**config.mk**
```make
export PLATFORM = sky130hd
export DESIGN_NAME = pcs_tx_encoder
export DESIGN_NICKNAME = d
export VERILOG_FILES = /design/src/rtl/pcs_tx_pkg.sv /design/src/rtl/pcs_tx_framer.sv /design/src/rtl/pcs_tx_serializer.sv /design/src/rtl/pcs_tx_nrzi.sv /design/src/rtl/pcs_tx_col.sv /design/src/rtl/pcs_tx_encoder.sv
export SDC_FILE = /design/constraint.sdc
export NUM_CORES = 1
export LEC_CHECK = 0
export CAP_MARGIN = 15
export CORE_MARGIN = 2
export CORE_UTILIZATION = 53
export DETAILED_ROUTE_END_ITERATION = 7
export PLACE_DENSITY = 0.86
export SLEW_MARGIN = 20
export SYNTH_ARGS = -nofsm -noshare
export SYNTH_HDL_FRONTEND = slang
export SYNTH_SLANG_ARGS = --single-unit
```
**constraint.sdc**
```tcl
create_clock -name clk -period 3.1 [get_ports clk]
set_input_delay 0.31 -clock clk [delete_from_list [all_inputs] [get_ports clk]]
set_output_delay 0.31 -clock clk [all_outputs]
set_load 0.02 [all_outputs]
```
**src/rtl/pcs_tx_pkg.sv**
```systemverilog
// Shared types and code-group constants for the PCS transmit encoder.
package pcs_tx_pkg;
    localparam int CG_W  = 5;
    localparam int NIB_W = 4;

    typedef logic [CG_W-1:0]  cg_t;
    typedef logic [NIB_W-1:0] nib_t;

    localparam cg_t CG_IDLE = 5'b11111;
    localparam cg_t CG_J    = 5'b11000;
    localparam cg_t CG_K    = 5'b10001;
    localparam cg_t CG_T    = 5'b01101;
    localparam cg_t CG_R    = 5'b00111;

    typedef enum logic [2:0] {
        FS_IDLE,
        FS_K,
        FS_DATA,
        FS_T,
        FS_R
    } fstate_t;

    // Data nibble to 5-bit code group.
    function automatic cg_t enc_nibble(input nib_t n);
        case (n)
            4'h0: enc_nibble = 5'b11110;
            4'h1: enc_nibble = 5'b01001;
            4'h2: enc_nibble = 5'b10100;
            4'h3: enc_nibble = 5'b10101;
            4'h4: enc_nibble = 5'b01010;
            4'h5: enc_nibble = 5'b01011;
            4'h6: enc_nibble = 5'b01110;
            4'h7: enc_nibble = 5'b01111;
            4'h8: enc_nibble = 5'b10010;
            4'h9: enc_nibble = 5'b10011;
            4'hA: enc_nibble = 5'b10110;
            4'hB: enc_nibble = 5'b10111;
            4'hC: enc_nibble = 5'b11010;
            4'hD: enc_nibble = 5'b11011;
            4'hE: enc_nibble = 5'b11100;
            default: enc_nibble = 5'b11101;
        endcase
    endfunction
endpackage

```
**src/rtl/pcs_tx_framer.sv**
```systemverilog
// Frame sequencer: picks the code group for the next slot from the sampled
// enable and nibble. It substitutes /J/ /K/ for the first two nibbles,
// appends /T/ /R/ and fills idle.
// Assumes: load is high for one cycle per slot, and inputs are valid then.
module pcs_tx_framer
    import pcs_tx_pkg::*;
(
    input  logic clk,
    input  logic rst_n,
    input  logic load,
    input  logic tx_en,
    input  nib_t txd,
    output cg_t  cg_next
);
    fstate_t st, st_nx;

    // Next code group and state for the slot being loaded.
    always_comb begin
        cg_next = CG_IDLE;
        st_nx   = st;
        case (st)
            FS_IDLE: begin
                if (tx_en) begin
                    cg_next = CG_J;
                    st_nx   = FS_K;
                end
            end
            FS_K: begin
                cg_next = CG_K;
                st_nx   = tx_en ? FS_DATA : FS_T;
            end
            FS_DATA: begin
                if (tx_en) begin
                    cg_next = enc_nibble(txd);
                end else begin
                    cg_next = CG_T;
                    st_nx   = FS_R;
                end
            end
            FS_T: begin
                cg_next = CG_T;
                st_nx   = FS_R;
            end
            FS_R: begin
                cg_next = CG_R;
                st_nx   = FS_IDLE;
            end
            default: begin
                cg_next = CG_IDLE;
                st_nx   = FS_IDLE;
            end
        endcase
    end

    // State advances only at slot boundaries.
    always_ff @(posedge clk) begin
        if (!rst_n)    st <= FS_IDLE;
        else if (load) st <= st_nx;
    end

    p_start_k_r2: assert property (@(posedge clk) disable iff (!rst_n)
        (load && st == FS_IDLE && tx_en) |=> (st == FS_K));
    p_k_then_data_or_t_r6: assert property (@(posedge clk) disable iff (!rst_n)
        (load && st == FS_K) |=> (st == FS_DATA || st == FS_T));
    p_r_to_idle_r7: assert property (@(posedge clk) disable iff (!rst_n)
        (load && st == FS_R) |=> (st == FS_IDLE));
    p_hold_between_r5: assert property (@(posedge clk) disable iff (!rst_n)
        !load |=> $stable(st));
endmodule

```
**src/rtl/pcs_tx_serializer.sv**
```systemverilog
// Parallel-to-serial shifter: presents the code group MSB first, one bit per
// bit enable. It loads the next group on the enable that ends the current one.
// Assumes: cg_in is valid whenever load is high.
module pcs_tx_serializer
    import pcs_tx_pkg::*;
#(
    parameter int W = CG_W
) (
    input  logic         clk,
    input  logic         rst_n,
    input  logic         bit_en,
    input  logic [W-1:0] cg_in,
    output logic         load,
    output logic         ser_bit
);
    localparam int CNT_W = $clog2(W);
    localparam logic [CNT_W-1:0] LAST = CNT_W'(W - 1);

    logic [CNT_W-1:0] cnt;
    logic [W-1:0]     sreg;

    assign load    = bit_en && (cnt == LAST);
    assign ser_bit = sreg[W-1];

    // Bit position counter and shift register.
    always_ff @(posedge clk) begin
        if (!rst_n) begin
            cnt  <= '0;
            sreg <= W'(CG_IDLE);
        end else if (bit_en) begin
            if (load) begin
                cnt  <= '0;
                sreg <= cg_in;
            end else begin
                cnt  <= cnt + 1'b1;
                sreg <= {sreg[W-2:0], 1'b0};
            end
        end
    end

    p_stall_r12: assert property (@(posedge clk) disable iff (!rst_n)
        !bit_en |=> ($stable(sreg) && $stable(cnt)));
    p_no_gap_r5: assert property (@(posedge clk) disable iff (!rst_n)
        load |=> (cnt == '0));
endmodule

```
**src/rtl/pcs_tx_nrzi.sv**
```systemverilog
// NRZI line coder: a 1 bit toggles the line on a bit enable, a 0 bit holds it.
// Assumes: ser_bit is the bit currently presented by the serializer.
module pcs_tx_nrzi (
    input  logic clk,
    input  logic rst_n,
    input  logic bit_en,
    input  logic ser_bit,
    output logic line
);
    // Line level register.
    always_ff @(posedge clk) begin
        if (!rst_n)      line <= 1'b0;
        else if (bit_en) line <= line ^ ser_bit;
    end

    p_toggle_on_one_r8: assert property (@(posedge clk) disable iff (!rst_n)
        (bit_en && ser_bit) |=> (line != $past(line)));
    p_hold_on_zero_r8: assert property (@(posedge clk) disable iff (!rst_n)
        (bit_en && !ser_bit) |=> $stable(line));
    p_hold_no_en_r12: assert property (@(posedge clk) disable iff (!rst_n)
        !bit_en |=> $stable(line));
endmodule

```
**src/rtl/pcs_tx_col.sv**
```systemverilog
// Collision flag: registered AND of transmit and receive activity in half
// duplex, forced low in full duplex.
// Assumes: inputs are synchronous to clk.
module pcs_tx_col (
    input  logic clk,
    input  logic rst_n,
    input  logic full_duplex,
    input  logic tx_en,
    input  logic rx_act,
    output logic col
);
    // Collision register.
    always_ff @(posedge clk) begin
        if (!rst_n)           col <= 1'b0;
        else if (full_duplex) col <= 1'b0;
        else                  col <= tx_en & rx_act;
    end

    p_col_full_r10: assert property (@(posedge clk) disable iff (!rst_n)
        full_duplex |=> !col);
    p_col_half_r9: assert property (@(posedge clk) disable iff (!rst_n)
        (!full_duplex && tx_en && rx_act) |=> col);
endmodule

```
**src/rtl/pcs_tx_encoder.sv**
```systemverilog
// Top of the PCS transmit encoder. It connects the frame sequencer, the
// serializer, the NRZI coder and the collision flag.
// Assumes: tx_en/txd are held stable around the cycle where nib_tick is high.
module pcs_tx_encoder
    import pcs_tx_pkg::*;
(
    input  logic       clk,
    input  logic       rst_n,
    input  logic       bit_en,
    input  logic       tx_en,
    input  logic [3:0] txd,
    input  logic       rx_act,
    input  logic       full_duplex,
    output logic       nib_tick,
    output logic       tx_nrzi,
    output logic       col
);
    logic load;
    logic ser_bit;
    cg_t  cg_next;

    assign nib_tick = load;

    pcs_tx_framer u_framer (
        .clk     (clk),
        .rst_n   (rst_n),
        .load    (load),
        .tx_en   (tx_en),
        .txd     (txd),
        .cg_next (cg_next)
    );

    pcs_tx_serializer #(.W(CG_W)) u_ser (
        .clk     (clk),
        .rst_n   (rst_n),
        .bit_en  (bit_en),
        .cg_in   (cg_next),
        .load    (load),
        .ser_bit (ser_bit)
    );

    pcs_tx_nrzi u_nrzi (
        .clk     (clk),
        .rst_n   (rst_n),
        .bit_en  (bit_en),
        .ser_bit (ser_bit),
        .line    (tx_nrzi)
    );

    pcs_tx_col u_col (
        .clk         (clk),
        .rst_n       (rst_n),
        .full_duplex (full_duplex),
        .tx_en       (tx_en),
        .rx_act      (rx_act),
        .col         (col)
    );
endmodule

```
==> impl_results.md, run 1 <==
* Antenna Violating Nets Remaining at 0
* Vias per cell at 5.73
* Area Growth Syn to Fin at 21.0%
* Nets at 112
* R2r setup slk at 1.62 ns
* Worst Path Required at between 2 and 3 ns
* DRT Pass-1 Iters at 5
* Endpoints failing setup at 0
* Most frequent cell after synthesis: dfxtp_1
* Sequential-to-total area share from yosys stat at ~37%
* Initial Util at a little under three fifths
* Synthesis-stage register bit count at 13
* Root buffer cell: clkbuf_4
* FF-to-FF End: u_framer.st[0]
* Number of synthesized flops with an enable pin at 0
* Via count at 653
* Yosys top cell by area: dfxtp_1
* # hold bufs at CTS at 0
* Hold Slack at 0.494 ns
* Post-Syn Area at roughly 700 um2
* First-pass GRT wire length at 2330 um
* Remaining Overflow, GRT at 0
* H-tree depth at 1
* Input/output buffers at 12
* Final Max Slew Viols at 0
* CP Max Fanout at 16
* Reg-to-Reg Start: u_ser.cnt[0]
* Commonest register cell after synthesis: dfxtp_1
* Non-Filler Instances at around 110
* Synth top area cells: dfxtp_1, o21ai_0, inv_1
* CTS sink count at 13
* # rows at 13
* RSZ-0062 raised after global routing: false
* Lkg Pwr at 0.350 nW
* Dpl hpwl at between 1000 and 1500 um
* Share of cells above drive strength 1 at 6.06%
* Asr flop ratio synth at 0%
* Reg2reg path depth at 5
* Global placer's final weighted congestion at around 0.77
* Final Skew at approximately 0.0045 ns
* Worst-Skew Late Latency at 0.27 ns
* Dpl cells at 110
* Synth top area share at 36.7%
* Fmax at about 0.47 GHz
* Die width at ~41 um
* CTS tree: done
* Relative slew slack at 72.9%
* Worst-path clk slew at roughly 0.080 ns
* Distinct cells, synth at 32
* Mapped Cells at 86
* Ant. Diodes at 0
* WL/cell at 12.4 um
* Least-Margin Pin Slew at 0.405 ns
* Post-CTS Setup Bufs at 0
* DRC marker count from the first detailed-route iteration at 13
* CP endpoint kind: output pin
* I/O pins at 13
* Startpoint class of the critical path: input port
* Kind of critical path: input port to output pin
* Worst hold path class: register to register
* Hold Vio Cnt, Final at 0
* Final Util at 67.7%
* Fin crit period at between 2 and 2.5 ns
* Number of CTS-inserted buffers at 3
* CTS Buffer Depth at 2
* CP startpoint: bit_en
* CP Capture Point: nib_tick
* Max VDD drop at 269 uV
* Area of the die at roughly 1600 um2
* Vias in the first global route at 546
* Core area at 1270 um2
* Crit path DAT at 1.83 ns
* Avg Cell Area, Syn at 8.25 um2
* Post-synth top cells: dfxtp_1, inv_1, o21ai_0, nor2_1, nand2_1
* Setup tns final at 0 ns
* Tot GR Track Use at 21.5%
* Routed wire length at around 1400 um
* Largest net degree at the start of global routing at 17
* Pwr per Cell Area at between 400 and 500 nW/um2
* Syn_nets at 98
* Tcrit/Tclk final at 69.0%
* Synth warnings at 0
* Residual DRC at 0
* Post-CTS resize count at 0
* Status: completed
* Die Ht at around 40 um
* MaxCap Viol Count at 0
* Initial antenna violation count at 0
-- cells in the final DEF, fill, tap and decap left out --
cell,instances
clkdlybuf4s50_1,12
nand3_1,2
nand2b_1,1
o211ai_1,1
ha_1,2
nor3_1,4
clkbuf_4,3
o311a_1,1
o221ai_1,1
nor2b_1,1
nand3b_1,1
o21ai_0,8
a21boi_0,1
o32ai_1,1
xnor2_1,2
nor3b_2,1
or3_1,1
mux2i_1,2
inv_1,9
o21bai_1,1
xor2_1,1
and4b_1,1
nor2_1,7
clkbuf_1,1
or4_1,1
o2111ai_1,2
a21oi_1,4
buf_4,1
dfxtp_1,13
a211oi_1,2
nand2_1,6
nand3_4,1
a31oi_1,4
-- worst max-delay path, stage by stage --
cell and delay, ns:
clkdlybuf4s50_1 0.46, buf_4 0.21, nand3_4 0.15, inv_1 0.10
clkdlybuf4s50_1 0.60
-- flip-flops by register name, indices dropped and copies added (netlist names) --
register and cells:
u_framer.st 3, u_ser.sreg 5, u_ser.cnt 3, u_nrzi.line 1, u_col.col 1
-- where the power goes --
part           switching (W)  internal (W)  total [W]
clock network      0.0000556     0.0000499   0.000106
logic              0.0000296     0.0000294  0.0000590
registers         0.00000540      0.000176   0.000181
total              0.0000906      0.000255   0.000346
-- final cells by class --
cell class / count / area [um2]
Clock buffer: 4 / 26.3
Inverter: 9 / 33.8
Multi-Input combinational cell: 60 / 392
Sequential cell: 13 / 260
Timing Repair Buffer: 13 / 128
Tap cell: 15 / 18.8
Fill cell: 122 / 410
-- how the worst min path moves through the flow --
stage	startpoint	endpoint	slack, ns	cells past startpoint
6_report	u_ser.sreg[0]	u_ser.sreg[1]	0.49	2
5_1_grt	u_ser.sreg[2]	u_ser.sreg[3]	0.53	2
4_1_cts	u_ser.sreg[0]	u_ser.sreg[1]	0.50	2
3_5_place_dp	u_ser.sreg[0]	u_ser.sreg[1]	0.48	2
3_3_place_gp	u_ser.sreg[0]	u_ser.sreg[1]	0.47	2
2_1_floorplan	rst_n	u_ser.sreg[0]	0.39	1
-- cell families after synthesis --
kind of cell | after synthesis | share of synthesized area (%)
and+or+nand+nor | 27 | 21.5
AOI/OAI and AO/OA | 26 | 23.6
buffers and inverters | 13 | 8.11
DFF | 13 | 36.7
xor gates and xnor gates | 3 | 3.70
muxes | 2 | 2.82
adders and majority gates | 2 | 3.53
-- metrics by stage --
stage / power, W / cell area (um2) / worst slack (ns)
floorplan: 0.000219 / 709 / 1.75
finish: 0.000346 / 858 / 0.962
global placement: 0.000242 / 832 / 0.991
detailed placement: 0.000244 / 832 / 0.975
global route: 0.000366 / 858 / 0.893
CTS: 0.000348 / 858 / 0.963
-- routing by layer --
layer | global-route usage (%) | vias to the layer above | routed length [um] | share of wire, %
li1 | - | 338 | - | -
met1 | 29.5 | 291 | 684 | 48
met2 | 32.5 | 20 | 626 | 44
met3 | 5.00 | 4 | 84 | 5.9
met4 | 7.50 | 0 | 24 | 1.7
met5 | 0 | - | 0 | 0
Note: power is estimated with default switching activity, not from simulation.
==> inputs of run 2 (changes only) <==
--- a/config.mk
+++ b/config.mk
@@ -7,9 +7,9 @@
 export LEC_CHECK = 0
 export CAP_MARGIN = 15
 export CORE_MARGIN = 2
-export CORE_UTILIZATION = 53
+export CORE_UTILIZATION = 49
 export DETAILED_ROUTE_END_ITERATION = 7
-export PLACE_DENSITY = 0.86
+export PLACE_DENSITY = 0.8
 export SLEW_MARGIN = 20
 export SYNTH_ARGS = -nofsm -noshare
 export SYNTH_HDL_FRONTEND = slang
==> constraint.sdc (replaced) <==
create_clock -name clk -period 2.2 [get_ports clk]
set_input_delay 0.22 -clock clk [delete_from_list [all_inputs] [get_ports clk]]
set_output_delay 0.22 -clock clk [all_outputs]
set_load 0.02 [all_outputs]
==> run 2 against run 1 <==
Total power is 42% higher. Non-clock buffer count unchanged. Core utilization down 3.3 points. First-iteration DRC count shrank 31%. Highest routed layer unchanged.
==> impl_results.md, run 2 (same netlist as run 1, synthesis figures left out) <==
* Status: completed
* Post-CTS resize count at 0
* Vias in the first global route at just over 600
* First-pass GRT wire length at 2670 um
* Remaining Overflow, GRT at 0
* Residual DRC at 0
* Tcrit/Tclk final at 90.0%
* Final Max Slew Viols at 0
* Regs by FF count: u_ser.sreg: 5 flops, u_framer.st: 3 flops, u_ser.cnt: 3 flops
* Root buffer cell: clkbuf_4
* Share of cells above drive strength 1 at 6.06%
* RSZ-0062 raised after global routing: false
* Global placer's final weighted congestion at 0.835
* Largest net degree at the start of global routing at 16
* Startpoint class of the critical path: register
* H-tree depth at 1
* Least-Margin Pin Slew at 0.426 ns
* Core area at approximately 1300 um2
* CTS tree: done
* Initial Util at a little over half
* DRC marker count from the first detailed-route iteration at 9
* Area post-placement at 832 um2
* Max FFs per register at 5
* Area Growth Syn to Fin at 21.0%
* DRT Pass-1 Iters at 4
* Input/output buffers at 12
* Die Ht at 42.1 um
* CP endpoint kind: output pin
* Area of the die at 1770 um2
* Hold Vio Cnt, Final at 0
* Worst-path clk slew at 0.08 ns
* CTS sink count at 13
* # hold bufs at CTS at 0
* Worst-Skew Late Latency at 0.28 ns
* Max VDD drop at 286 uV
* Relative slew slack at 71.6%
* Pwr per Cell Area at between 500 and 600 nW/um2
* Antenna Violating Nets Remaining at 0
* Kind of critical path: register to output pin
* Endpoints failing setup at 0
* Most common cell after layout, fill and taps aside: dfxtp_1
* MaxCap Viol Count at 0
* Fin crit period at 1.98 ns
* Setup tns final at 0 ns
* CP Max Fanout at 10
* Routed wire length at 1550 um
* Dpl hpwl at 1090 um
* Lkg Pwr at ~0.35 nW
* Die width at 42.1 um
* Initial antenna violation count at 0
* Most frequent cells in the layout: dfxtp_1, clkdlybuf4s50_1, inv_1
* Biggest register: u_ser.sreg
* Post-CTS Setup Bufs at 0
* WL/cell at 13.6 um
* Tot GR Track Use at approximately a fifth
* # rows at 13
* Worst hold path class: register to register
* Vias per cell at 5.88
* Ant. Diodes at 0
* Worst Path Required at between 1.5 and 2 ns
* Final instance area at 858 um2
* Number of CTS-inserted buffers at 3
* CTS Buffer Depth at 2
* Final Skew at 0.000638 ns
* Fmax at 0.505 GHz
* I/O pins at 13
* Fillers at 127
* Via count at 670
* Nets at 112
* Crit path DAT at ~1.8 ns
==> run 2: cell type report <==
type / count / area (um2) / share of cell area (%)
inverters: 9 / 33.8 / 3.94
repair buffers: 13 / 128 / 14.9
well taps: 15 / 18.8 / 2.19
clock buffers: 4 / 26.3 / 3.06
multi-input cells: 60 / 392 / 45.6
flip-flops and latches: 13 / 260 / 30.3
==> run 2: path summary, 6_finish.rpt <==
kind,endpoint,cells after the start,slack (ns),start
setup / recovery,nib_tick,5,0.22,u_ser.cnt[0]
hold / removal,u_ser.sreg[4],2,0.50,u_ser.sreg[3]
setup reg to reg,u_framer.st[0],5,0.73,u_ser.cnt[0]
hold reg to reg,u_ser.sreg[4],2,0.50,u_ser.sreg[3]
==> run 2: critical path, stage by stage (launching register included) <==
cell and delay, ns:
dfxtp_1 0.35, inv_1 0.07, ha_1 0.22, nand3_4 0.14, inv_1 0.10, clkdlybuf4s50_1 0.60
==> run 2: where the power goes <==
| part | internal (W) | switching [W] |
|---|---|---|
| clock | 0.0000704 | 0.0000809 |
| sequential | 0.000248 | 0.00000839 |
| combinational | 0.0000412 | 0.0000421 |
| total | 0.000360 | 0.000131 |
==> run 2: metal layers <==
layer	vias to the layer above	global-route usage, %	wire length, um
met2	20	31.6	720
met1	309	25.8	702
met4	0	10.0	46
li1	335	-	-
met5	-	0	0
met3	6	3.88	82
==> run 2: metrics by stage <==
stage	setup slack [ns]	util [%]	hold slack [ns]	total power, W	cells
global placement	0.402	62.4	0.469	0.000341	110
CTS	0.220	64.4	0.505	0.000496	114
floorplan	0.848	-	0.299	0.000308	86
detailed placement	0.378	62.4	0.485	0.000344	110
finish	0.219	64.4	0.496	0.000491	114
global route	0.139	64.4	0.533	0.000515	114
==> inputs of run 3 (changes only) <==
--- a/config.mk
+++ b/config.mk
@@ -8,6 +8,7 @@
 export CAP_MARGIN = 15
 export CORE_MARGIN = 2
 export CORE_UTILIZATION = 49
+export CTS_CLUSTER_SIZE = 20
 export DETAILED_ROUTE_END_ITERATION = 7
 export PLACE_DENSITY = 0.8
 export SLEW_MARGIN = 20
==> results of run 3 <==
Same layout as run 2: the final DEF is identical, and so are final timing and power.
